==> src/rtl/pus_pkg.sv <==
package pus_pkg;

    typedef enum logic [1:0] {
        ST_IDLE  = 2'd0,
        ST_KEYED = 2'd1,
        ST_VAL   = 2'd2,
        ST_INV   = 2'd3
    } seq_state_e;

    localparam int unsigned FLAG_PERR  = 0;
    localparam int unsigned FLAG_VERR  = 1;
    localparam int unsigned FLAG_WPERR = 2;
    localparam int unsigned NUM_FLAGS  = 3;

    typedef struct packed {
        logic cmd;
        logic stat;
        logic ctrl;
    } addr_hit_t;

endpackage

==> src/rtl/pus_addr_dec.sv <==
module pus_addr_dec #(
    parameter int unsigned ADDR_W    = 16,
    parameter logic [ADDR_W-1:0] CMD_ADDR  = 16'hFFA0,
    parameter logic [ADDR_W-1:0] CTRL_ADDR = 16'hFFC4
) (
    input  logic [ADDR_W-1:0] addr,
    output pus_pkg::addr_hit_t hit
);
    localparam logic [ADDR_W-1:0] STAT_ADDR = CMD_ADDR + 1'b1;

    always_comb begin
        hit.cmd  = (addr == CMD_ADDR);
        hit.stat = (addr == STAT_ADDR);
        hit.ctrl = (addr == CTRL_ADDR);
    end
endmodule

==> src/rtl/pus_seq_fsm.sv <==
module pus_seq_fsm #(
    parameter int unsigned DATA_W = 8,
    parameter logic [DATA_W-1:0] KEY = 8'hA5
) (
    input  logic              clk,
    input  logic              rst,
    input  logic              wr_en,
    input  logic              hit_cmd,
    input  logic              hit_ctrl,
    input  logic [DATA_W-1:0] wr_data,
    output logic              commit,
    output logic [DATA_W-1:0] commit_val,
    output logic              perr_set
);
    import pus_pkg::*;

    seq_state_e        st_q, st_d;
    logic [DATA_W-1:0] val_q, val_d;

    always_comb begin
        st_d     = st_q;
        val_d    = val_q;
        commit   = 1'b0;
        perr_set = 1'b0;
        if (wr_en) begin
            unique case (st_q)
                ST_IDLE: begin
                    if (hit_cmd) begin
                        if (wr_data == KEY) st_d = ST_KEYED;
                        else                perr_set = 1'b1;
                    end else if (hit_ctrl) begin
                        perr_set = 1'b1;
                    end
                end
                ST_KEYED: begin
                    if (hit_ctrl) begin
                        val_d = wr_data;
                        st_d  = ST_VAL;
                    end else begin
                        perr_set = 1'b1;
                        st_d     = ST_IDLE;
                    end
                end
                ST_VAL: begin
                    if (hit_ctrl && (wr_data == ~val_q)) begin
                        st_d = ST_INV;
                    end else begin
                        perr_set = 1'b1;
                        st_d     = ST_IDLE;
                    end
                end
                ST_INV: begin
                    if (hit_ctrl && (wr_data == val_q)) commit = 1'b1;
                    else                                perr_set = 1'b1;
                    st_d = ST_IDLE;
                end
                default: st_d = ST_IDLE;
            endcase
        end
    end

    assign commit_val = val_q;

    always_ff @(posedge clk) begin
        if (rst) begin
            st_q  <= ST_IDLE;
            val_q <= '0;
        end else begin
            st_q  <= st_d;
            val_q <= val_d;
        end
    end
endmodule

==> src/rtl/pus_flag_bank.sv <==
module pus_flag_bank #(
    parameter int unsigned NFLAG = 3
) (
    input  logic             clk,
    input  logic             rst,
    input  logic [NFLAG-1:0] set_i,
    input  logic             clr_we,
    input  logic [NFLAG-1:0] clr_data,
    output logic [NFLAG-1:0] flags_q
);
    for (genvar g = 0; g < NFLAG; g++) begin : g_flag
        always_ff @(posedge clk) begin
            if (rst)                         flags_q[g] <= 1'b0;
            else if (set_i[g])               flags_q[g] <= 1'b1;
            else if (clr_we && !clr_data[g]) flags_q[g] <= 1'b0;
        end
    end
endmodule

==> src/rtl/prot_unlock_seq.sv <==
module prot_unlock_seq #(
    parameter int unsigned ADDR_W = 16,
    parameter int unsigned DATA_W = 8,
    parameter logic [ADDR_W-1:0] CMD_ADDR  = 16'hFFA0,
    parameter logic [ADDR_W-1:0] CTRL_ADDR = 16'hFFC4,
    parameter logic [DATA_W-1:0] KEY       = 8'hA5,
    parameter logic [DATA_W-1:0] CTRL_RST  = '0
) (
    input  logic              clk,
    input  logic              rst,
    input  logic              wr_en,
    input  logic [ADDR_W-1:0] wr_addr,
    input  logic [DATA_W-1:0] wr_data,
    input  logic [ADDR_W-1:0] rd_addr,
    output logic [DATA_W-1:0] rd_data,
    input  logic              verify_err_set,
    input  logic              wprot_err_set,
    output logic [DATA_W-1:0] ctrl_q
);
    import pus_pkg::*;

    localparam int unsigned PAD_W = DATA_W - NUM_FLAGS;

    addr_hit_t             wr_hit, rd_hit;
    logic                  commit, perr_set;
    logic [DATA_W-1:0]     commit_val;
    logic [NUM_FLAGS-1:0]  flag_set, flags;

    pus_addr_dec #(.ADDR_W(ADDR_W), .CMD_ADDR(CMD_ADDR), .CTRL_ADDR(CTRL_ADDR))
        u_wr_dec (.addr(wr_addr), .hit(wr_hit));

    pus_addr_dec #(.ADDR_W(ADDR_W), .CMD_ADDR(CMD_ADDR), .CTRL_ADDR(CTRL_ADDR))
        u_rd_dec (.addr(rd_addr), .hit(rd_hit));

    pus_seq_fsm #(.DATA_W(DATA_W), .KEY(KEY)) u_fsm (
        .clk(clk), .rst(rst), .wr_en(wr_en),
        .hit_cmd(wr_hit.cmd), .hit_ctrl(wr_hit.ctrl), .wr_data(wr_data),
        .commit(commit), .commit_val(commit_val), .perr_set(perr_set)
    );

    always_comb begin
        flag_set             = '0;
        flag_set[FLAG_PERR]  = perr_set;
        flag_set[FLAG_VERR]  = verify_err_set;
        flag_set[FLAG_WPERR] = wprot_err_set;
    end

    pus_flag_bank #(.NFLAG(NUM_FLAGS)) u_flags (
        .clk(clk), .rst(rst), .set_i(flag_set),
        .clr_we(wr_en && wr_hit.stat), .clr_data(wr_data[NUM_FLAGS-1:0]),
        .flags_q(flags)
    );

    always_ff @(posedge clk) begin
        if (rst)         ctrl_q <= CTRL_RST;
        else if (commit) ctrl_q <= commit_val;
    end

    always_comb begin
        if (rd_hit.stat)      rd_data = {{PAD_W{1'b0}}, flags};
        else if (rd_hit.ctrl) rd_data = ctrl_q;
        else                  rd_data = '0;
    end
endmodule

==> config.mk <==
export PLATFORM = sky130hd
export DESIGN_NAME = prot_unlock_seq
export DESIGN_NICKNAME = d
export VERILOG_FILES = /design/src/rtl/pus_pkg.sv /design/src/rtl/pus_addr_dec.sv /design/src/rtl/pus_seq_fsm.sv /design/src/rtl/pus_flag_bank.sv /design/src/rtl/prot_unlock_seq.sv
export SDC_FILE = /design/constraint.sdc
export NUM_CORES = 1
export LEC_CHECK = 0
export BUFFER_PORTS_ARGS = -buffer_cell sky130_fd_sc_hd__buf_2
export CORE_MARGIN = 10
export CORE_UTILIZATION = 41
export DETAILED_ROUTE_END_ITERATION = 10
export GPL_TIMING_DRIVEN = 0
export HOLD_SLACK_MARGIN = 0.05
export PLACE_DENSITY_LB_ADDON = 0.08
export SYNTH_ARGS = -nofsm -noshare
export SYNTH_HDL_FRONTEND = slang
export SYNTH_SLANG_ARGS = --single-unit
==> constraint.sdc <==
create_clock -name clk -period 1.3 [get_ports clk]
set_clock_uncertainty 0.05 [all_clocks]
set_input_delay 0.13 -clock clk [delete_from_list [all_inputs] [get_ports clk]]
set_output_delay 0.13 -clock clk [all_outputs]
set_load 0.02 [all_outputs]
==> results.yml <==
setup_path:
  slowest_delay_ns: 0.39
  end_kind: "flip-flop"
  cp.arrival_ns: 1.83
  worstSetupPathType: "reg2reg"
  regToRegEndpoint: "ctrl_q[6]"
  cp.required_ns: 1.46
  cp-start-kind: "flip-flop"
  cp_num_buf_inv: 1
  cp_max_fo: 8
  cp_slowest_cell: "dfxtp_4"
  crit_chain: "xor2_4 > nor4_4 > buf_4 > nand3_4 > o21ai_2 > a21oi_2"
  r2r_cells: 6
  crit_family: "simple AND/OR/NAND/NOR gates"
  r2r_start: "u_fsm.commit_val[2]"
  rrSetupSlack_ns: -0.37
placed_design:
  dp_hpwl_microns: 3340
  place_inst: 239
  place.gp.congestion: 0.885
  port_buffers: 60
grt:
  grt_pass1_wl_microns: 7500
  antenna_found_initial: 0
  grtUsageTotal: 0.167
  grt_max_degree: 13
  grt_overflow: 0
  grt_pass1_vias: 1565
yosys:
  avgSynthCellArea_sq_um: 8.38
  ys_ff_latch: 21
  ys_warn_count: 0
  synth_cell_type_count: 37
  synth_area_leader_cell: "dfxtp_1"
  ys_seq_area_frac: 0.339
  synth_top_cell_area_share: 0.339
  syn_nets: 193
  synth_area_leaders: "dfxtp_1 (34%), a21oi_1 (7.7%), xor2_1 (5.7%), nand3_1 (4.8%), o21ai_0 (4.0%)"
  synthesis.area_sq_um: 1240
  netlist_instances: 148
pwr:
  power.density_nw_per_um2: 528
  internal_power_mw: 0.859
  power_frac_comb: 0.179
  p_sw_mw: 0.359
  leakage_nw: 0.937
  swShare: 0.295
  power.share.clock: 0.296
  p_seq_frac: 0.524
  vdd_drop_max_uv: 606
drt:
  wirelength_microns: 5920
  first_iter_violations: 123
  postRouteAntennaNets: 0
  viasPerCell: 6.18
  drc: 0
  wire_per_inst_microns: 22.1
  drt-pass1-iter-count: 4
  num_vias: 1657
final_layout:
  area_delta_synth_final_pct: 85.9
  drive_gt1_frac: 0.671
  nNetsFinal: 283
  n_antenna_cell: 0
  instances_no_fill: 268
floorplanning:
  num_io_pins: 61
  die-height_microns: 75.0
  num_rows: 19
  die_area_sq_um: 5620
  core_area_sq_um: 2830
  fp.dieW_microns: 75.0
  start_util: 0.438
clocking:
  cts_root_buffer: "clkbuf_4"
  clock_latency_ns: 0.34
  htree_levels: 1
  tritoncts: "built"
  clk_pin_slew_worst_paths_ns: 0.13
  cts.sinks: 21
  cts_made_buffers: 3
  cts_buffer_depth: 2
worst_hold_path:
  hold_path_depth: 3
  hp-start: "wr_data[0]"
  holdPathEnd: "u_fsm.commit_val[0]"
  hold_class: "in2reg"
sta:
  slew_headroom: 0.540
  worst_slew_pin_slew_ns: 0.680
  hold_viol: 0
  fmax_ghz: 0.600
  setup_violations: 24
  fin_crit_sh: 1.28
  worst_slack_ns: -0.368
  rsz0062_at_grt: "yes"
  fin_hold_ws_ns: 0.0664
  final_max_slew_viol_count: 0
  period_needed_ns: 1.67
status:
  violations: "setup timing"
  status: "complete, but fails checks"
job:
  drv_cap: 0
-- synth_stat cells --
cell and instances:
nand2_1 10, or3b_2 1, buf_6 1, buf_4 1, nor4_2 2, nor3_2 1, a21oi_1 19, dfxtp_1 21
nor2b_1 2, or4b_4 1, nor4bb_1 4, a41oi_1 1, nor4b_2 1, a22oi_1 1, nor4b_1 1, and3_1 6
clkbuf_1 3, nand3_1 12, and4_1 2, or2_1 1, nor2_1 4, nor4_4 1, xor2_1 8, and2_1 3
nor4_1 1, nand4_1 7, o21ai_0 10, o311ai_0 1, nor3_4 1, buf_2 1, and4bb_2 1, o21ai_1 10
a22o_1 3, inv_1 2, and3b_1 1, o41ai_1 2, nand3b_1 1
-- cells in the final DEF, fill, tap and decap left out, types with 3 or more instances in the layout --
master,count
nor4_4,3
clkbuf_4,3
o21ai_2,15
a22o_4,3
nand2_1,9
a21oi_2,6
dlygate4sd3_1,8
nand3_2,6
and3_2,4
nor2_1,4
nor4bb_1,4
dfxtp_2,4
buf_4,18
buf_6,9
xor2_4,6
a21oi_1,13
dfxtp_4,6
buf_2,51
nand4_1,7
o21ai_0,4
nand3_1,4
dfxtp_1,11
-- routing by layer --
layer	wire [microns]	GRT usage	vias to the layer above	share of wire
met5	0	0	-	0
met4	293	0.0420	0	0.050
met3	584	0.0381	32	0.099
met2	3010	0.312	106	0.51
met1	2030	0.185	771	0.34
li1	-	-	748	-
-- logic make-up after synthesis --
group / after synthesis / synth area share
simple gates: 64 / 0.357
compound gates: 47 / 0.213
flops: 21 / 0.339
xor+xnor: 8 / 0.0565
buf+inv: 8 / 0.0343
-- power by group through the flow --
stage / logic, mW / registers, mW / clock network, mW
2_1_floorplan: 0.0516 / 0.664 / 0
3_3_place_gp: 0.139 / 0.665 / 0
3_5_place_dp: 0.145 / 0.665 / 0
4_1_cts: 0.185 / 0.646 / 0.330
5_1_grt: 0.232 / 0.639 / 0.375
6_report: 0.219 / 0.638 / 0.361
-- layout make-up --
cell class,count,area (sq um)
inverters,2,7.51
flip-flops and latches,21,448
clock buffers,3,22.5
plain buffers,5,38.8
clock inverters,1,5.00
fillers,175,524
repair buffers,86,586
multi-input cells,119,1160
well taps,31,38.8
-- state kept, by name, indices dropped and copies added (netlist names) --
register          flops
ctrl_q                8
u_fsm.commit_val      8
u_flags.flags_q       3
u_fsm.st_q            2
-- worst max-delay path by stage --
stage,end,cells after the start,start
floorplan,ctrl_q[0],5,u_fsm.commit_val[7]
global route,ctrl_q[6],6,u_fsm.commit_val[2]
CTS,rd_data[2],6,rd_addr[1]
finish,ctrl_q[6],6,u_fsm.commit_val[2]
detailed placement,rd_data[1],6,rd_addr[1]
global placement,ctrl_q[5],8,wr_addr[3]
-- stage by stage --
stage	setup slack, ns	instance area [sq um]	utilization	setup TNS [ns]	power (mW)
global placement	-0.340	1640	0.579	-8.45	0.804
detailed placement	-0.371	1640	0.579	-9.03	0.810
CTS	-0.323	2040	0.721	-4.47	1.16
global route	-0.452	2300	0.815	-7.77	1.25
floorplan	-0.130	1300	-	-1.92	0.716
finish	-0.368	2300	0.815	-5.72	1.22
-- timing repair --
item | 4_1_cts | 5_1_grt
setup endpoints to repair | 27 | 29
resized for setup | 51 | 45
buffers inserted | 15 | 2
cloned | 0 | 1
endpoints found under the hold margin | 8 | 0
pin swaps | 16 | 19
hold buffers | 8 | 0
-- worst reg2reg max path: stages, from the launching register on --
cell	delay, ns
dfxtp_4	0.39
xor2_4	0.16
nor4_4	0.33
buf_4	0.18
nand3_4	0.14
o21ai_2	0.21
a21oi_2	0.09
No activity file was read; power rests on OpenSTA's default activity.
